[src/rtl/sdm_pkg.sv]
package sdm_pkg;
  localparam int FRAC_W = 8;
  typedef enum logic [1:0] {SQ_IDLE, SQ_LOAD, SQ_WAIT, SQ_STEP} seq_e;
endpackage

[src/rtl/sdm_sched.sv]
// Epoch sequencer: rotates the top memory priority one core per epoch.
module sdm_sched #(
  parameter int NUM_CORES = 4,
  parameter int EPOCH_LEN = 256
) (
  input  logic                 clk,
  input  logic                 rst,
  output logic [NUM_CORES-1:0] prio_o,
  output logic                 qend_o
);
  localparam int EW = $clog2(EPOCH_LEN);
  localparam int IW = $clog2(NUM_CORES);

  logic [EW-1:0] ep_cnt;
  logic [IW-1:0] owner;
  logic          ep_last;

  assign ep_last = (ep_cnt == EW'(EPOCH_LEN - 1));
  assign qend_o  = ep_last && (owner == IW'(NUM_CORES - 1));

  always_ff @(posedge clk) begin
    if (rst) begin
      ep_cnt <= '0;
      owner  <= '0;
      prio_o <= NUM_CORES'(1);
    end else if (ep_last) begin
      ep_cnt <= '0;
      owner  <= qend_o ? '0 : owner + IW'(1);
      prio_o <= {prio_o[NUM_CORES-2:0], prio_o[NUM_CORES-1]};
    end else begin
      ep_cnt <= ep_cnt + EW'(1);
    end
  end

  AST_PRIO_ONEHOT: assert property (@(posedge clk) disable iff (rst)
    $countones(prio_o) == 1);
  AST_PRIO_OWNER: assert property (@(posedge clk) disable iff (rst)
    prio_o[owner]);
  AST_PRIO_HOLD: assert property (@(posedge clk) disable iff (rst)
    !ep_last |=> $stable(prio_o));
endmodule

[src/rtl/sdm_core_ctr.sv]
// Per-core event counters with an end-of-quantum snapshot.
module sdm_core_ctr #(
  parameter int CNT_W  = 12,
  parameter int LAT_W  = 20,
  parameter int LATI_W = 8
) (
  input  logic              clk,
  input  logic              rst,
  input  logic              qend_i,
  input  logic              own_i,
  input  logic              acc_i,
  input  logic              miss_i,
  input  logic              aux_hit_i,
  input  logic              fill_i,
  input  logic [LATI_W-1:0] fill_lat_i,
  output logic [CNT_W-1:0]  snap_all_o,
  output logic [CNT_W-1:0]  snap_hp_o,
  output logic [CNT_W-1:0]  snap_cm_o,
  output logic [CNT_W-1:0]  snap_mc_o,
  output logic [LAT_W-1:0]  snap_ls_o
);
  localparam int SW = LAT_W + 1;

  logic [CNT_W-1:0] live_all, live_hp, live_cm, live_mc;
  logic [CNT_W-1:0] nxt_all, nxt_hp, nxt_cm, nxt_mc;
  logic [LAT_W-1:0] live_ls, nxt_ls;
  logic [SW-1:0]    ls_sum;

  function automatic logic [CNT_W-1:0] bump(input logic [CNT_W-1:0] v, input logic en);
    return (en && (v != '1)) ? v + CNT_W'(1) : v;
  endfunction

  always_comb begin
    nxt_all = bump(live_all, acc_i);
    nxt_hp  = bump(live_hp,  own_i && acc_i);
    nxt_cm  = bump(live_cm,  own_i && miss_i && aux_hit_i);
    nxt_mc  = bump(live_mc,  own_i && fill_i);
    ls_sum  = {1'b0, live_ls} + SW'(fill_lat_i);
    if (own_i && fill_i) nxt_ls = ls_sum[LAT_W] ? '1 : ls_sum[LAT_W-1:0];
    else                 nxt_ls = live_ls;
  end

  always_ff @(posedge clk) begin
    if (rst) begin
      {live_all, live_hp, live_cm, live_mc, live_ls} <= '0;
      {snap_all_o, snap_hp_o, snap_cm_o, snap_mc_o, snap_ls_o} <= '0;
    end else if (qend_i) begin
      {live_all, live_hp, live_cm, live_mc, live_ls} <= '0;
      snap_all_o <= nxt_all;
      snap_hp_o  <= nxt_hp;
      snap_cm_o  <= nxt_cm;
      snap_mc_o  <= nxt_mc;
      snap_ls_o  <= nxt_ls;
    end else begin
      live_all <= nxt_all;
      live_hp  <= nxt_hp;
      live_cm  <= nxt_cm;
      live_mc  <= nxt_mc;
      live_ls  <= nxt_ls;
    end
  end

  AST_NO_WRAP_ALL: assert property (@(posedge clk) disable iff (rst)
    (live_all == '1) && !qend_i |=> live_all == '1);
  AST_NO_WRAP_LAT: assert property (@(posedge clk) disable iff (rst)
    (live_ls == '1) && !qend_i |=> live_ls == '1);
  AST_QUANTUM_CLEAR: assert property (@(posedge clk) disable iff (rst)
    qend_i |=> (live_all == '0) && (live_hp == '0) && (live_ls == '0));
  AST_HP_LE_ALL: assert property (@(posedge clk) disable iff (rst)
    snap_hp_o <= snap_all_o);
endmodule

[src/rtl/sdm_div.sv]
// Restoring divider, one quotient bit per cycle.
module sdm_div #(
  parameter int NUM_W = 43,
  parameter int DEN_W = 53
) (
  input  logic             clk,
  input  logic             rst,
  input  logic             start_i,
  input  logic [NUM_W-1:0] num_i,
  input  logic [DEN_W-1:0] den_i,
  output logic             done_o,
  output logic [NUM_W-1:0] quot_o
);
  localparam int CW = $clog2(NUM_W);

  logic [DEN_W-1:0] den_q, rem;
  logic [DEN_W:0]   trial;
  logic [CW-1:0]    cnt;
  logic             busy;

  assign trial = {rem, quot_o[NUM_W-1]};

  always_ff @(posedge clk) begin
    if (rst) begin
      busy <= 1'b0; done_o <= 1'b0; cnt <= '0;
      rem <= '0; den_q <= '0; quot_o <= '0;
    end else begin
      done_o <= 1'b0;
      if (start_i) begin
        busy <= 1'b1; cnt <= '0; rem <= '0;
        den_q <= den_i; quot_o <= num_i;
      end else if (busy) begin
        if (trial >= {1'b0, den_q}) begin
          rem    <= DEN_W'(trial - {1'b0, den_q});
          quot_o <= {quot_o[NUM_W-2:0], 1'b1};
        end else begin
          rem    <= trial[DEN_W-1:0];
          quot_o <= {quot_o[NUM_W-2:0], 1'b0};
        end
        cnt <= cnt + CW'(1);
        if (cnt == CW'(NUM_W - 1)) begin
          busy <= 1'b0; done_o <= 1'b1;
        end
      end
    end
  end

  AST_DIV_REM_BOUND: assert property (@(posedge clk) disable iff (rst)
    busy |-> rem < den_q);
  AST_DIV_ONE_DONE: assert property (@(posedge clk) disable iff (rst)
    done_o |=> !done_o);
endmodule

[src/rtl/sdm_slowdown_est.sv]
module sdm_slowdown_est
  import sdm_pkg::*;
#(
  parameter int NUM_CORES = 4,
  parameter int EPOCH_LEN = 256,
  parameter int CNT_W     = 12,
  parameter int LAT_W     = 20,
  parameter int LATI_W    = 8,
  parameter int SD_W      = 16
) (
  input  logic                        clk,
  input  logic                        rst,
  input  logic [NUM_CORES-1:0]        acc_i,
  input  logic [NUM_CORES-1:0]        miss_i,
  input  logic [NUM_CORES-1:0]        aux_hit_i,
  input  logic [NUM_CORES-1:0]        fill_i,
  input  logic [NUM_CORES*LATI_W-1:0] fill_lat_i,
  output logic [NUM_CORES-1:0]        prio_o,
  output logic [NUM_CORES*SD_W-1:0]   slowdown_o,
  output logic                        upd_done_o
);
  localparam int QUANT  = NUM_CORES * EPOCH_LEN;
  localparam int QW     = $clog2(QUANT + 1);
  localparam int EW     = $clog2(EPOCH_LEN + 1);
  localparam int IW     = $clog2(NUM_CORES);
  localparam int PROD_W = CNT_W + LAT_W + EW;
  localparam int DEN_W  = CNT_W + PROD_W;
  localparam int NUM_W  = 2 * CNT_W + QW + FRAC_W;
  localparam logic [SD_W-1:0] ONE_FP = SD_W'(1 << FRAC_W);
  localparam logic [SD_W-1:0] SD_MAX = {SD_W{1'b1}};

  logic                 qend;
  logic [CNT_W-1:0]     s_all [NUM_CORES];
  logic [CNT_W-1:0]     s_hp  [NUM_CORES];
  logic [CNT_W-1:0]     s_cm  [NUM_CORES];
  logic [CNT_W-1:0]     s_mc  [NUM_CORES];
  logic [LAT_W-1:0]     s_ls  [NUM_CORES];
  logic [SD_W-1:0]      slow_q [NUM_CORES];

  seq_e                 st;
  logic [IW-1:0]        idx;
  logic                 div_start, div_done, trivial;
  logic [CNT_W-1:0]     mp;
  logic [PROD_W-1:0]    em, cl, corr;
  logic [NUM_W-1:0]     num, quot;
  logic [DEN_W-1:0]     den;
  logic [SD_W-1:0]      res;

  sdm_sched #(.NUM_CORES(NUM_CORES), .EPOCH_LEN(EPOCH_LEN)) u_sched (
    .clk(clk), .rst(rst), .prio_o(prio_o), .qend_o(qend));

  for (genvar g = 0; g < NUM_CORES; g++) begin : g_core
    sdm_core_ctr #(.CNT_W(CNT_W), .LAT_W(LAT_W), .LATI_W(LATI_W)) u_ctr (
      .clk(clk), .rst(rst), .qend_i(qend), .own_i(prio_o[g]),
      .acc_i(acc_i[g]), .miss_i(miss_i[g]), .aux_hit_i(aux_hit_i[g]),
      .fill_i(fill_i[g]), .fill_lat_i(fill_lat_i[g*LATI_W +: LATI_W]),
      .snap_all_o(s_all[g]), .snap_hp_o(s_hp[g]), .snap_cm_o(s_cm[g]),
      .snap_mc_o(s_mc[g]), .snap_ls_o(s_ls[g]));
    assign slowdown_o[g*SD_W +: SD_W] = slow_q[g];

    AST_RESULT_FLOOR: assert property (@(posedge clk) disable iff (rst)
      slow_q[g] >= ONE_FP);
  end

  // Operands for the core currently selected by the sequencer.
  always_comb begin
    mp      = (s_mc[idx] == '0) ? CNT_W'(1) : s_mc[idx];
    cl      = (s_mc[idx] == '0) ? '0 : PROD_W'(s_cm[idx]) * PROD_W'(s_ls[idx]);
    em      = PROD_W'(EPOCH_LEN) * PROD_W'(mp);
    trivial = (s_all[idx] == '0) || (em <= cl);
    corr    = em - cl;
    num     = (NUM_W'(s_hp[idx]) * NUM_W'(QUANT) * NUM_W'(mp)) << FRAC_W;
    den     = DEN_W'(s_all[idx]) * DEN_W'(corr);
    if (quot < NUM_W'(ONE_FP))      res = ONE_FP;
    else if (quot > NUM_W'(SD_MAX)) res = SD_MAX;
    else                            res = quot[SD_W-1:0];
  end

  sdm_div #(.NUM_W(NUM_W), .DEN_W(DEN_W)) u_div (
    .clk(clk), .rst(rst), .start_i(div_start), .num_i(num), .den_i(den),
    .done_o(div_done), .quot_o(quot));

  always_ff @(posedge clk) begin
    if (rst) begin
      st <= SQ_IDLE; idx <= '0; div_start <= 1'b0; upd_done_o <= 1'b0;
      for (int i = 0; i < NUM_CORES; i++) slow_q[i] <= ONE_FP;
    end else begin
      div_start  <= 1'b0;
      upd_done_o <= 1'b0;
      case (st)
        SQ_IDLE: if (qend) begin idx <= '0; st <= SQ_LOAD; end
        SQ_LOAD: if (trivial) begin
                   slow_q[idx] <= ONE_FP; st <= SQ_STEP;
                 end else begin
                   div_start <= 1'b1; st <= SQ_WAIT;
                 end
        SQ_WAIT: if (div_done) begin slow_q[idx] <= res; st <= SQ_STEP; end
        default: if (idx == IW'(NUM_CORES - 1)) begin
                   upd_done_o <= 1'b1; st <= SQ_IDLE;
                 end else begin
                   idx <= idx + IW'(1); st <= SQ_LOAD;
                 end
      endcase
    end
  end

  AST_SEQ_IN_TIME: assert property (@(posedge clk) disable iff (rst)
    qend |-> st == SQ_IDLE);
  AST_DONE_PULSE: assert property (@(posedge clk) disable iff (rst)
    upd_done_o |=> !upd_done_o);
  AST_DIV_NONZERO: assert property (@(posedge clk) disable iff (rst)
    div_start |-> den != '0);
endmodule

[config.mk]
export PLATFORM = sky130hd
export DESIGN_NAME = sdm_slowdown_est
export DESIGN_NICKNAME = d
export VERILOG_FILES = /design/src/rtl/sdm_pkg.sv /design/src/rtl/sdm_sched.sv /design/src/rtl/sdm_core_ctr.sv /design/src/rtl/sdm_div.sv /design/src/rtl/sdm_slowdown_est.sv
export SDC_FILE = /design/constraint.sdc
export NUM_CORES = 2
export LEC_CHECK = 0
export ABC_AREA = 0
export ABC_CLOCK_PERIOD_IN_PS = 14770
export BUFFER_PORTS_ARGS = -buffer_cell sky130_fd_sc_hd__buf_2
export CAP_MARGIN = 10
export CORE_UTILIZATION = 50
export DETAILED_ROUTE_END_ITERATION = 16
export PLACE_DENSITY = 0.7
export SETUP_SLACK_MARGIN = 0.4
export SLEW_MARGIN = 10
export SYNTH_ARGS = -nofsm -noshare
export SYNTH_HDL_FRONTEND = slang
export SYNTH_SLANG_ARGS = --single-unit
[constraint.sdc]
create_clock -name clk -period 14.77 [get_ports clk]
set_input_delay 0.7385 -clock clk [delete_from_list [all_inputs] [get_ports clk]]
set_output_delay 0.7385 -clock clk [all_outputs]
set_load 0.02 [all_outputs]
==> flow_metrics.env <==
export IMPL_status="complete, no violations"
export IMPL_fin_skew_ps=60.9
export IMPL_coreArea_um2=124000
export IMPL_globalplace_congestion=0.918
export IMPL_vias_per_cell=5.57
export IMPL_grt_ovfl_total=0
export IMPL_finalNonFillerCells=8827
export IMPL_synthToLayoutAreaGrowth_pct=7.36
export IMPL_ys_types=82
export IMPL_grt_max_degree=228
export IMPL_wl_per_cell_um=17.9
export IMPL_max_freq_mhz=73.3
export IMPL_r2r_end="u_div.den_q[40]"
export IMPL_die_area_um2=127000
export IMPL_antenna_found_initial=3
export IMPL_drc=0
export IMPL_portBuffers=118
export IMPL_nNetsFinal=8166
export IMPL_drtIter0Drc=3409
export IMPL_worst_hold_path_type="in -> reg"
export IMPL_ios=119
export IMPL_highest_layer="met4"
export IMPL_wl_met2_um=71400
export IMPL_wl_met1_um=71200
export IMPL_syn_nets=8300
export IMPL_cts_buffers=85
export IMPL_die_y_um=357
export IMPL_placed_cells=8661
export IMPL_synth_cell_area_um2=63000
export IMPL_start_util_pct=50.7
export IMPL_cp_required_ps=15320
export IMPL_layout_common_cells="nand2_1 (940), inv_1 (847), nor2_1 (845)"
export IMPL_ant_nets=0
export IMPL_critPathMostFrequentCell="fa_1"
export IMPL_p_leak_nw=28.9
export IMPL_endpoint="u_div.den_q[40]"
export IMPL_grt_use_total_pct=24.6
export IMPL_synth_edf_count=64
export IMPL_worst_ir_drop_vdd_mv=0.122
export IMPL_synth_async_reset_ratio_pct=0
export IMPL_ys_seq_area_share_pct=26.0
export IMPL_worst_path_max_delay_cell="dfxtp_4"
export IMPL_drive_gt1_share_pct=5.97
export IMPL_drv_slew=0
export IMPL_r2r_cells=45
export IMPL_rsz0062_at_grt="no"
export IMPL_path_max_fanout=29
export IMPL_start_kind="flop"
export IMPL_first_global_vias=48658
export IMPL_power_density_nw_per_um2=68.1
export IMPL_wirelength_um=158000
export IMPL_via_count=49148
export IMPL_finalCriticalPeriod_ps=13650
export IMPL_reg2reg_from="idx[0]"
export IMPL_endpoint_kind="flop"
export IMPL_htreeDepth=3
export IMPL_num_rows=129
export IMPL_cts_clk_slew_worst_paths_ps=70
export IMPL_synth_warnings=0
export IMPL_clkSinkCount=785
export IMPL_syn_avg_cell_area_um2=8.68
export IMPL_critPathKind="reg -> reg"
export IMPL_die_x_um=357
export IMPL_hold_viol=0
export IMPL_syn_instance_count=7253
export IMPL_layout_commonest_cell="nand2_1"
export IMPL_setup_viol=0
export IMPL_arrival_ps=14200
export IMPL_finalCritPeriodShare_pct=92.4
export IMPL_rrSetupSlack_ps=1120
export IMPL_clk_latency_ps=730
export IMPL_max_stage_delay_ps=710
export IMPL_first_pass_iters=6
export IMPL_crit_start="idx[0]"
export IMPL_tightest_slew_ps=1270
export IMPL_cts_tree="built"
export IMPL_max_slew_margin_pct=15.1
export IMPL_setup_tns_ps=0
export IMPL_synth_seq_cells=785
export IMPL_grt_pass1_wl_um=255000
export IMPL_clockRootBuffer="clkbuf_16"
export IMPL_wl_met3_um=9610
export IMPL_synth_main_ff_cell="dfxtp_1"
export IMPL_maxCapViolations=0
export IMPL_ctsLongestPathBuffers=3
export IMPL_hpwlAfterDp_um=116000
stage by stage:
step                instance area (um2)  worst slack, ps  power (mW)  util, %  hold slack, ps
floorplan                         63000             1000        2.39        -             426
detailed placement                64500              673        2.46     51.9             453
finish                            67600             1120        4.60     54.4             349
global route                      67600              479        4.75     54.4             310
CTS                               67400              653        4.62     54.2             292
global placement                  64500              903        2.45     51.9             440
synth_stat cells (143+ instances only):
cell type / count / area (um2)
a211oi_1: 240 / 1800
a21oi_1: 211 / 1060
and2_1: 285 / 1780
clkbuf_1: 353 / 1330
dfxtp_1: 721 / 14400
fa_1: 648 / 13000
ha_1: 349 / 4370
inv_1: 848 / 3180
nand2_1: 943 / 3540
nand3_1: 143 / 716
nor2_1: 846 / 3180
o21ai_0: 221 / 1110
xnor2_1: 190 / 1660
xor2_1: 170 / 1490
repair_timing:
item,in CTS,in global routing
gates resized for setup,0,7
endpoints found under the setup margin,0,15
setup buffers,0,5
hold buffers,0,0
area by class of cell:
cell class                      count  area (um2)
Antenna cell                        1        2.50
Clock buffer                      117        2370
Clock inverter                     40         495
Fill cell                       11242       56700
Inverter                          848        3180
Multi-Input combinational cell   5224       42000
Sequential cell                   785       16400
Tap cell                         1637        2050
Timing Repair Buffer              175        1130
worst min-delay path by stage:
stage / from / cells past startpoint / to / slack [ps]
2_1_floorplan: u_sched.ep_cnt[0] / 1 / u_sched.ep_cnt[0] / 430
3_3_place_gp: u_sched.ep_cnt[0] / 1 / u_sched.ep_cnt[0] / 440
5_1_grt: rst / 2 / g_core[2].u_ctr.snap_cm_o[0] / 310
4_1_cts: rst / 2 / g_core[2].u_ctr.snap_cm_o[0] / 290
3_5_place_dp: u_sched.ep_cnt[0] / 1 / u_sched.ep_cnt[0] / 450
6_report: rst / 2 / g_core[3].u_ctr.snap_ls_o[16] / 350
critical path, delay by kind of cell, from the launching register on:
| kind | cells | cell delay (ps) |
|---|---|---|
| buffers and inverters | 7 | 780 |
| XOR/XNOR | 1 | 500 |
| AND/OR/NAND/NOR | 7 | 1070 |
| AO/OA/AOI/OAI | 16 | 3960 |
| flip-flops | 1 | 710 |
| multiplexers | 2 | 740 |
| adder cells (fa/ha/maj) | 12 | 5580 |
flip-flops by register name, summed over array words and instances (netlist names), 53 cells and up:
name / flops
slow_q: 64
u_div.rem: 53
g_core.u_ctr.live_ls: 80
u_div.den_q: 53
g_core.u_ctr.snap_ls_o: 80
power by group:
group	total [mW]	leakage, nW	switching [mW]	internal (mW)
clock	2.17	1.38	0.942	1.23
combinational	0.230	21.0	0.151	0.0791
sequential	2.20	6.46	0.0303	2.17
total	4.60	28.9	1.12	3.48
metal layers:
metal / vias up / track usage (%)
met4: 0 / 8.67
met1: 23920 / 33.8
li1: 23526 / -
met3: 270 / 4.04
met2: 1432 / 39.4
met5: - / 0
cell families (layout without fill, tap and decap cells):
group                    after synthesis  after routing  share of synthesized area, %
AND/OR/NAND/NOR                     2592           2592                          18.4
buffers and inverters               1246           1180                          7.51
AO/OA/AOI/OAI                       1079           1079                          11.1
adder cells (fa/ha/maj)              997            997                          27.5
flip-flops                           785            785                          26.0
XOR/XNOR                             360            360                          5.01
multiplexers                         194            196                          4.45
other                                  0              1                             0
No activity file was read; power rests on OpenSTA's default activity.
